===== src/rtl/pio_timer_pkg.sv =====
package pio_timer_pkg;
  localparam int SETUP_W = 2;
  localparam int PULSE_W = 4;

  typedef enum logic [1:0] {PH_IDLE, PH_SETUP, PH_ACTIVE, PH_RECOV} phase_e;

  typedef struct packed {
    logic [SETUP_W-1:0] setup;
    logic [PULSE_W-1:0] active;
    logic [PULSE_W-1:0] recov;
  } pio_timing_t;

  typedef struct packed {
    logic       meth;
    logic       en;
    logic       pio;
    logic [1:0] cyc;
  } udma_ctl_t;
endpackage


===== src/rtl/pio_regfile.sv =====
module pio_regfile
  import pio_timer_pkg::*;
#(
  parameter int NUM_DRIVES = 4,
  localparam int REG_W = 8 * NUM_DRIVES,
  localparam int SET_W = SETUP_W * NUM_DRIVES
) (
  input  logic                 clk_i,
  input  logic                 rst_ni,
  input  logic                 we_i,
  input  logic [1:0]           sel_i,
  input  logic [REG_W-1:0]     wdata_i,
  output logic [REG_W-1:0]     timing_o,
  output logic [SET_W-1:0]     setup_o,
  output udma_ctl_t [NUM_DRIVES-1:0] udma_o
);
  logic [REG_W-1:0] timing_q;
  logic [SET_W-1:0] setup_q;

  always_ff @(posedge clk_i or negedge rst_ni) begin
    if (!rst_ni) begin
      timing_q <= '1;
      setup_q  <= '1;
    end else if (we_i) begin
      case (sel_i)
        2'd0:    timing_q <= wdata_i;
        2'd1:    setup_q  <= wdata_i[SET_W-1:0];
        default: ;
      endcase
    end
  end

  for (genvar d = 0; d < NUM_DRIVES; d++) begin : g_udma
    localparam int B = (NUM_DRIVES - 1 - d) * 8;
    udma_ctl_t udma_q;
    always_ff @(posedge clk_i or negedge rst_ni) begin
      if (!rst_ni) begin
        udma_q <= '{meth: 1'b0, en: 1'b0, pio: 1'b0, cyc: 2'b11};
      end else if (we_i && sel_i == 2'd2) begin
        udma_q <= '{meth: wdata_i[B+7], en: wdata_i[B+6], pio: wdata_i[B+5],
                    cyc: wdata_i[B+1:B]};
      end
    end
    assign udma_o[d] = udma_q;
  end

  assign timing_o = timing_q;
  assign setup_o  = setup_q;
endmodule


===== src/rtl/pio_field_mux.sv =====
module pio_field_mux
  import pio_timer_pkg::*;
#(
  parameter int NUM_DRIVES = 4,
  localparam int REG_W = 8 * NUM_DRIVES,
  localparam int SET_W = SETUP_W * NUM_DRIVES,
  localparam int DRV_W = $clog2(NUM_DRIVES)
) (
  input  logic [REG_W-1:0]           timing_i,
  input  logic [SET_W-1:0]           setup_i,
  input  udma_ctl_t [NUM_DRIVES-1:0] udma_i,
  input  logic [DRV_W-1:0]           drive_i,
  output pio_timing_t                sel_o,
  output logic [NUM_DRIVES-1:0]      udma_en_o,
  output logic [NUM_DRIVES-1:0]      udma_meth_o,
  output logic [NUM_DRIVES-1:0]      udma_pio_o,
  output logic [2*NUM_DRIVES-1:0]    udma_cyc_o
);
  pio_timing_t [NUM_DRIVES-1:0] tim;

  // slot 0 sits in the most significant byte / bit pair
  for (genvar d = 0; d < NUM_DRIVES; d++) begin : g_drv
    localparam int B = (NUM_DRIVES - 1 - d) * 8;
    localparam int S = (NUM_DRIVES - 1 - d) * SETUP_W;
    assign tim[d] = {setup_i[S +: SETUP_W], timing_i[B+4 +: PULSE_W],
                     timing_i[B +: PULSE_W]};
    assign udma_en_o[d]        = udma_i[d].en;
    assign udma_meth_o[d]      = udma_i[d].meth;
    assign udma_pio_o[d]       = udma_i[d].pio;
    assign udma_cyc_o[2*d +: 2] = udma_i[d].cyc;
  end

  assign sel_o = tim[drive_i];
endmodule


===== src/rtl/pio_cycle_fsm.sv =====
module pio_cycle_fsm
  import pio_timer_pkg::*;
#(
  parameter int NUM_DRIVES = 4,
  localparam int DRV_W = $clog2(NUM_DRIVES),
  localparam int CNT_W = PULSE_W
) (
  input  logic             clk_i,
  input  logic             rst_ni,
  input  logic             start_i,
  input  logic [DRV_W-1:0] drive_i,
  input  logic             write_i,
  input  pio_timing_t      tim_i,
  output logic             ready_o,
  output logic             addr_valid_o,
  output logic             rd_strobe_o,
  output logic             wr_strobe_o,
  output logic             done_o,
  output logic [DRV_W-1:0] cur_drive_o
);
  phase_e           phase_q;
  logic [CNT_W-1:0] cnt_q;
  pio_timing_t      lat_q;
  logic [DRV_W-1:0] drv_q;
  logic             wr_q;
  logic             last;

  assign last = (cnt_q == '0);

  always_ff @(posedge clk_i or negedge rst_ni) begin
    if (!rst_ni) begin
      phase_q <= PH_IDLE;
      cnt_q   <= '0;
      lat_q   <= '0;
      drv_q   <= '0;
      wr_q    <= 1'b0;
    end else begin
      unique case (phase_q)
        PH_IDLE: if (start_i) begin
          lat_q   <= tim_i;
          drv_q   <= drive_i;
          wr_q    <= write_i;
          cnt_q   <= CNT_W'(tim_i.setup);
          phase_q <= PH_SETUP;
        end
        PH_SETUP: if (last) begin
          cnt_q   <= lat_q.active;
          phase_q <= PH_ACTIVE;
        end else cnt_q <= cnt_q - 1'b1;
        PH_ACTIVE: if (last) begin
          cnt_q   <= lat_q.recov;
          phase_q <= PH_RECOV;
        end else cnt_q <= cnt_q - 1'b1;
        PH_RECOV: if (last) phase_q <= PH_IDLE;
          else cnt_q <= cnt_q - 1'b1;
        default: phase_q <= PH_IDLE;
      endcase
    end
  end

  assign ready_o      = (phase_q == PH_IDLE);
  assign addr_valid_o = (phase_q == PH_SETUP) || (phase_q == PH_ACTIVE);
  assign rd_strobe_o  = (phase_q == PH_ACTIVE) && !wr_q;
  assign wr_strobe_o  = (phase_q == PH_ACTIVE) && wr_q;
  assign done_o       = (phase_q == PH_RECOV) && last;
  assign cur_drive_o  = drv_q;
endmodule


===== src/rtl/pio_strobe_timer.sv =====
module pio_strobe_timer
  import pio_timer_pkg::*;
#(
  parameter int NUM_DRIVES = 4,
  localparam int REG_W = 8 * NUM_DRIVES,
  localparam int SET_W = SETUP_W * NUM_DRIVES,
  localparam int DRV_W = $clog2(NUM_DRIVES)
) (
  input  logic                    clk_i,
  input  logic                    rst_ni,
  input  logic                    cfg_we_i,
  input  logic [1:0]              cfg_sel_i,
  input  logic [REG_W-1:0]        cfg_wdata_i,
  input  logic                    start_i,
  input  logic [DRV_W-1:0]        drive_i,
  input  logic                    write_i,
  output logic                    ready_o,
  output logic                    addr_valid_o,
  output logic                    rd_strobe_o,
  output logic                    wr_strobe_o,
  output logic                    done_o,
  output logic [DRV_W-1:0]        cur_drive_o,
  output logic [NUM_DRIVES-1:0]   udma_en_o,
  output logic [NUM_DRIVES-1:0]   udma_meth_o,
  output logic [NUM_DRIVES-1:0]   udma_pio_o,
  output logic [2*NUM_DRIVES-1:0] udma_cyc_o
);
  logic [REG_W-1:0]           timing_w;
  logic [SET_W-1:0]           setup_w;
  udma_ctl_t [NUM_DRIVES-1:0] udma_w;
  pio_timing_t                tim_sel;

  pio_regfile #(.NUM_DRIVES(NUM_DRIVES)) u_regs (
    .clk_i, .rst_ni,
    .we_i(cfg_we_i), .sel_i(cfg_sel_i), .wdata_i(cfg_wdata_i),
    .timing_o(timing_w), .setup_o(setup_w), .udma_o(udma_w)
  );

  pio_field_mux #(.NUM_DRIVES(NUM_DRIVES)) u_mux (
    .timing_i(timing_w), .setup_i(setup_w), .udma_i(udma_w),
    .drive_i, .sel_o(tim_sel),
    .udma_en_o, .udma_meth_o, .udma_pio_o, .udma_cyc_o
  );

  pio_cycle_fsm #(.NUM_DRIVES(NUM_DRIVES)) u_fsm (
    .clk_i, .rst_ni, .start_i, .drive_i, .write_i, .tim_i(tim_sel),
    .ready_o, .addr_valid_o, .rd_strobe_o, .wr_strobe_o, .done_o, .cur_drive_o
  );
endmodule


===== config.mk =====
export PLATFORM = sky130hd
export DESIGN_NAME = pio_strobe_timer
export DESIGN_NICKNAME = d
export VERILOG_FILES = /design/src/rtl/pio_timer_pkg.sv /design/src/rtl/pio_regfile.sv /design/src/rtl/pio_field_mux.sv /design/src/rtl/pio_cycle_fsm.sv /design/src/rtl/pio_strobe_timer.sv
export SDC_FILE = /design/constraint.sdc
export NUM_CORES = 1
export LEC_CHECK = 0
export ABC_AREA = 1
export BUFFER_PORTS_ARGS = -buffer_cell sky130_fd_sc_hd__buf_2
export CORE_MARGIN = 10
export CORE_UTILIZATION = 30
export DETAILED_ROUTE_END_ITERATION = 7
export GPL_TIMING_DRIVEN = 0
export REMOVE_ABC_BUFFERS = 1
export SLEW_MARGIN = 30
export SYNTH_ARGS = -nofsm -noshare
export SYNTH_HDL_FRONTEND = slang
export SYNTH_HIERARCHICAL = 1
export SYNTH_SLANG_ARGS = --single-unit

===== constraint.sdc =====
create_clock -name clk_i -period 1.3 [get_ports clk_i]
set_input_delay 0.195 -clock clk_i [delete_from_list [all_inputs] [get_ports clk_i]]
set_output_delay 0.195 -clock clk_i [all_outputs]
set_load 0.01 [all_outputs]

=== Word-level counts from Yosys, hierarchy flattened ===
Index checks and enable logic that the tools add are counted.
W data, S select, Z words.

* Input port bits: 41
* Bits in read-only memories: 0
* Bits in registers: 77
* RAM bits: 0
* Output and inout port bits: 27
* Memories kept: 0
* Word-level logic and storage cells: 62
* Latch bits: 0

* $mul: 0
* Div/mod/pow operators: 0
* Equality and inequality tests: 10
* Reduce and logical (&&, ||, !) cells: 14
* Shift-type cells: 0
* $lt $le $gt $ge: 1
* Mux-type cells: 12
* $add $sub $neg: 1
* Bitwise operators: 0

{| class="wikitable"
|+ Operators with widths
! kind !! count
|-
| $bmux W10 S2 || 1
|-
| $mux W4 || 4
|-
| $pmux W4 S4 || 1
|-
| $mux W10 || 1
|-
| $mux W2 || 4
|-
| $pmux W2 S4 || 1
|-
| $reduce_and A2 Y1 || 4
|-
| $eq A2 B2 Y1 const B || 3
|-
| $ne A2 B1 Y1 const B || 3
|-
| $eq A2 B1 Y1 const B || 2
|-
| $logic_and A1 B1 Y1 || 4
|-
| $logic_not A2 Y1 || 2
|-
| $logic_not A4 Y1 || 1
|-
| $ne A2 B2 Y1 const B || 2
|-
| $reduce_and A4 Y1 || 1
|-
| $sub A4 B1 Y4 const B || 1
|-
| $lt A2 B3 Y1 const B || 1
|-
| $logic_not A1 Y1 || 1
|-
| $logic_or A1 B1 Y1 || 1
|}

=== Logic depth before layout (Yosys ltp) ===
* Depth after elaboration: 4
* Gate-level depth with buffers: 11
* Gate-level depth less buffers: 10

=== Hierarchy ===
The synthesis kept the hierarchy.

{| class="wikitable"
|+ By module, submodules not included
! module !! times used !! cells each !! seq. area each (um^2) !! area an instance (um^2)
|-
| pio_regfile || 1 || 266 || 1561.5 || 2473.6
|-
| pio_cycle_fsm || 1 || 112 || 425.4 || 987.2
|-
| pio_field_mux || 1 || 137 || 0.0 || 638.1
|}

=== Worst setup path after synthesis ===
OpenSTA, ideal clock, no wires.

* Path kind: reg-to-reg
* Start point: register u_fsm.phase_q[0]
* End point: register u_fsm.cnt_q[1]
* Path buffers: 0
* Arrival: 1.298 ns
* Stages on the path, launching flop included: 9
* Setup slack: -0.117 ns
* Setup time: 0.119 ns
* Period minus slack after synthesis: 1.417 ns
* Data required time: 1.181 ns
* Cell sequence: dfrtp_1 -> inv_1 -> ha_1 -> inv_2 -> or2_4 -> o21ai_4 -> nor2_1 -> o21ai_2 -> nand2_1

* Word-level cells in the longest chain between the ends: 3
* Elaborated cells between the ends (all ways): 8
* Those cells by class: eq/ne: 5; mux: 1; reduce/logical: 2

{| class="wikitable"
|+ RTL lines
! item !! line !! text
|-
| from (decl) || pio_cycle_fsm.sv:21 || <nowiki>phase_e phase_q;</nowiki>
|-
| from (signal assigned) || pio_cycle_fsm.sv:32 || <nowiki>phase_q <= PH_IDLE;</nowiki>
|-
| from (signal assigned) || pio_cycle_fsm.sv:44 || <nowiki>phase_q <= PH_SETUP;</nowiki>
|-
| from (signal assigned) || pio_cycle_fsm.sv:48 || <nowiki>phase_q <= PH_ACTIVE;</nowiki>
|-
| $logic_not A2 Y1 (*) || -- ||
|-
| named net ready_o || pio_strobe_timer.sv:17 || <nowiki>output logic ready_o,</nowiki>
|-
| $ne A2 B2 Y1 (no source line) || -- ||
|-
| $reduce_and A2 Y1 (no source line) || -- ||
|-
| to (signal assigned) || pio_cycle_fsm.sv:43 || <nowiki>cnt_q <= CNT_W'(tim_i.setup);</nowiki>
|-
| to (signal assigned) || pio_cycle_fsm.sv:47 || <nowiki>cnt_q <= lat_q.active;</nowiki>
|-
| to (signal assigned) || pio_cycle_fsm.sv:49 || <nowiki>end else cnt_q <= cnt_q - 1'b1;</nowiki>
|-
| to (decl) || pio_cycle_fsm.sv:22 || <nowiki>logic [CNT_W-1:0] cnt_q;</nowiki>
|}

Mark *: on every way through the listed nets, which the timed path passes. The rest lies on a longest branch.
A chain may end at the register's enable or synchronous reset.

=== Final worst setup path ===
* Start point: register u_fsm.cnt_q[1]
* End point: output done_o

* Word-level cells in the longest chain between the ends: 2

{| class="wikitable"
|+ RTL lines
! item !! line !! text
|-
| $logic_not A4 Y1 || pio_cycle_fsm.sv:28 || <nowiki>assign last = (cnt_q == '0);</nowiki>
|-
| $logic_and A1 B1 Y1 || pio_cycle_fsm.sv:65 || <nowiki>assign done_o = (phase_q == PH_RECOV) && last;</nowiki>
|-
| to (decl) || pio_strobe_timer.sv:21 || <nowiki>output logic done_o,</nowiki>
|}

Every way passes these cells.

==> summary.md <==
| Metric | Value |
|---|---|
| Status | finished, violations left |
| Arr. time, crit path | 1.27 ns |
| DRC errors left | 0 |
| Top post-synthesis cells by count | nand2_1 (206), nand3_1 (56), inv_1 (51), dfstp_2 (48), dfrtp_1 (29) |
| Max clock buf depth | 2 |
| YS warnings | 6 |
| Final Setup Violations | 22 |
| Top_reg_cell synth | dfstp_2 |
| Area Overhead vs Synth | 23.5% |
| CTS Buf Count | 9 |
| Reg clk slew, reported paths | 0.06 ns |
| Max Clock Skew | 0.00586 ns |
| Synth Area in XOR/XNOR | 0.214% |
| Critical-path maximum fanout | 3 |
| Most common cell in the netlist | nand2_1 |
| F_max | 681 MHz |
| Final Core Density | 38.1% |
| Post-synth EDFFs | 0 |
| GRT Overall Usage | 11.6% |
| Worst-Skew Late Latency | 0.34 ns |
| Pwr dens | 1940 nW/um^2 |
| CP startpoint kind | flip-flop |
| Initial antenna violation count | 0 |
| Reg2reg start | u_fsm/phase_q[0] |
| Drt wl/cell | 13.9 um |
| Clock Tree Root | clkbuf_16 |
| Multiplexer share of the synthesized area | 3.21% |
| Pins over their slew limit | 0 |
| Crit. Startpoint | u_fsm/cnt_q[1] |
| Hold Crit Class | input pin to flip-flop |
| VDD IR-drop max | 0.819 mV |
| Die width | 137 um |
| Simple-gate portion of the synthesized area | 32.1% |
| Gr ovfl total | 0 |
| Share of cells above drive strength 1 | 34.6% |
| Pin count of the biggest net entering global routing | 64 |
| CORE AREA | 13300 um^2 |
| Synth cell types | 27 |
| Num rows | 42 |
| Final period util | 113% |
| # port buffers | 67 |
| H-tree levels | 3 |
| DP Wirelength | 6.82 mm |
| Critical Path RT | 1.11 ns |
| Mapped Cells | 515 |
| Ports | 68 |
| Post-synth top area cell | dfstp_2 |
| Die area | 18700 um^2 |
| Failing checks | setup timing |
| Max Cap Viol | 0 |
| Post-synthesis adder-cell area fraction | 1.83% |
| Largest family of logic cells by synthesized area | simple AND/OR/NAND/NOR gates |
| Leakage | 0.00262 uW |
| DIE HEIGHT | 137 um |
| Post-Place Cells | 712 |
| Via density | 4.55 |
| TritonCTS clock tree | done |
| RSZ-0062 raised after global routing | yes |
| Initial DRC Count | 133 |
| Ant. Diodes | 0 |
| Nets | 611 |
| Final WL | 10.4 mm |
| DP Area | 4380 um^2 |
| Asr flop ratio synth | 100% |
| Worst slew pin tran | 0.771 ns |
| Worst setup margin | -0.169 ns |
| Post-synthesis sequential area ratio | 48.5% |
| Compound-gate portion of the synthesized area | 1.53% |
| Non-Filler Instances | 745 |
| CTS sink count | 77 |
| Setup TNS | -2.07 ns |
| Hold Vio Cnt, Final | 0 |
| Syn Area/Cell | 7.96 um^2 |
| Synth top area cells | dfstp_2 (31%), nand2_1 (19%), dfrtp_1 (18%) |
| RePlAce Congestion | 0.756 |
| Final ANT Viol Nets | 0 |
| First-pass GRT wire length | 17.2 mm |
| Hold path startpoint | cfg_wdata_i[20] |
| Initial Util | 30.8% |
| Register bit total from synthesis | 77 |
| Post-route cell area | 5060 um^2 |
| CP Class | flip-flop to primary output |
| Synth top area share | 30.8% |
| Vias in the first global route | 3543 |
| Hold Slack | 0.0766 ns |
| DR vias | 3388 |
| Relative slew slack | 48.5% |
| Detailed Routing Iterations Pass 1 | 4 |
| Critical Path End Type | primary output |
| Mapped Area | 4100 um^2 |
| Final Critical Period | 1.47 ns |
power breakdown:
group	switching [uW]	internal, uW
clock	949	1780
combinational	1930	1650
sequential	360	3140
total	3240	6570
cell families (layout without fill, tap and decap cells):
logic type / count (synthesis) / after routing
flops: 77 / 77
buf+inv: 103 / 155
compound gates: 9 / 9
fa+ha+maj: 6 / 6
simple gates: 308 / 310
xor+xnor: 1 / 1
mux: 11 / 11
repair_timing:
| item | 4_1_cts | 5_1_grt |
|---|---|---|
| resized for setup | 36 | 23 |
| buffers inserted | 8 | 6 |
| hold buffers | 1 | 0 |
| endpoints found under the hold margin | 19 | 0 |
| endpoints found under the setup margin | 74 | 67 |
| gates cloned | 1 | 1 |
| pin swaps | 7 | 11 |
flip-flops by register name (all words and copies together), names as in the netlist:
signal,count
u_fsm/phase_q,2
u_regs/setup_o,8
u_regs/timing_o,32
u_fsm/cur_drive_o,2
u_fsm/lat_q,8
u_fsm/wr_q,1
u_fsm/cnt_q,4
u_regs/udma_o,20
routing by layer:
metal	GRT usage, %	vias to the layer above	part of all wire [%]
li1	-	1695	-
met1	13.8	1606	45
met2	19.2	73	48
met3	3.70	14	5.3
met4	3.81	0	1.4
met5	0	-	0
final cells by class:
| cell class | count | area (um^2) |
|---|---|---|
| Timing Repair Buffer | 83 | 513 |
| Inverter | 56 | 215 |
| Tap cell | 176 | 220 |
| Sequential cell | 77 | 1990 |
| Clock buffer | 12 | 256 |
| Clock inverter | 4 | 70.1 |
| Fill cell | 1387 | 8230 |
| Multi-Input combinational cell | 337 | 1800 |
placed cells by master, fill, tap and decap left out, types with 2 or more instances in the layout:
master and instances:
nand2_4 2, buf_4 12, nor2_4 4, mux2_4 9, inv_2 8, dfrtp_1 26
mux2_2 2, clkinv_2 2, ha_4 4, a21oi_1 3, nor2_2 4, dfstp_2 48
buf_2 62, clkbuf_8 2, bufinv_16 2, nand2_1 199, nand4_1 28, nand2_8 3
dfrtp_2 3, nor2_1 8, nand2_2 5, buf_6 6, o21ai_2 2, inv_1 45
nand3_1 55, inv_4 2, clkbuf_16 9
per-stage QoR:
stage | total power, uW | worst slack (ns)
after floorplan | 5200 | -0.495
after global placement | 5930 | -1.57
after detailed placement | 6060 | -0.729
after CTS | 9470 | -0.168
after global routing | 10500 | -0.234
final | 9810 | -0.169
worst paths after layout:
kind                                        end  slack [ns]  depth (start not counted)
max                                      done_o       -0.17                          5
min                         u_regs/timing_o[20]        0.08                          3
max reg2reg                      u_fsm/cnt_q[0]       -0.13                         11
min reg2reg                   u_regs/setup_o[6]        0.46                          2
max in group asynchronous      u_regs/udma_o[0]        0.23                          3
min in group asynchronous  u_fsm/cur_drive_o[1]        0.41                          2
worst max-delay path, cell delays in order, from the launching register on:
cell and delay, ns:
dfrtp_1 0.39, inv_2 0.09, ha_4 0.17, nand2_8 0.07, nor2_4 0.11, buf_6 0.11
Note: power is estimated with default switching activity, not from simulation.
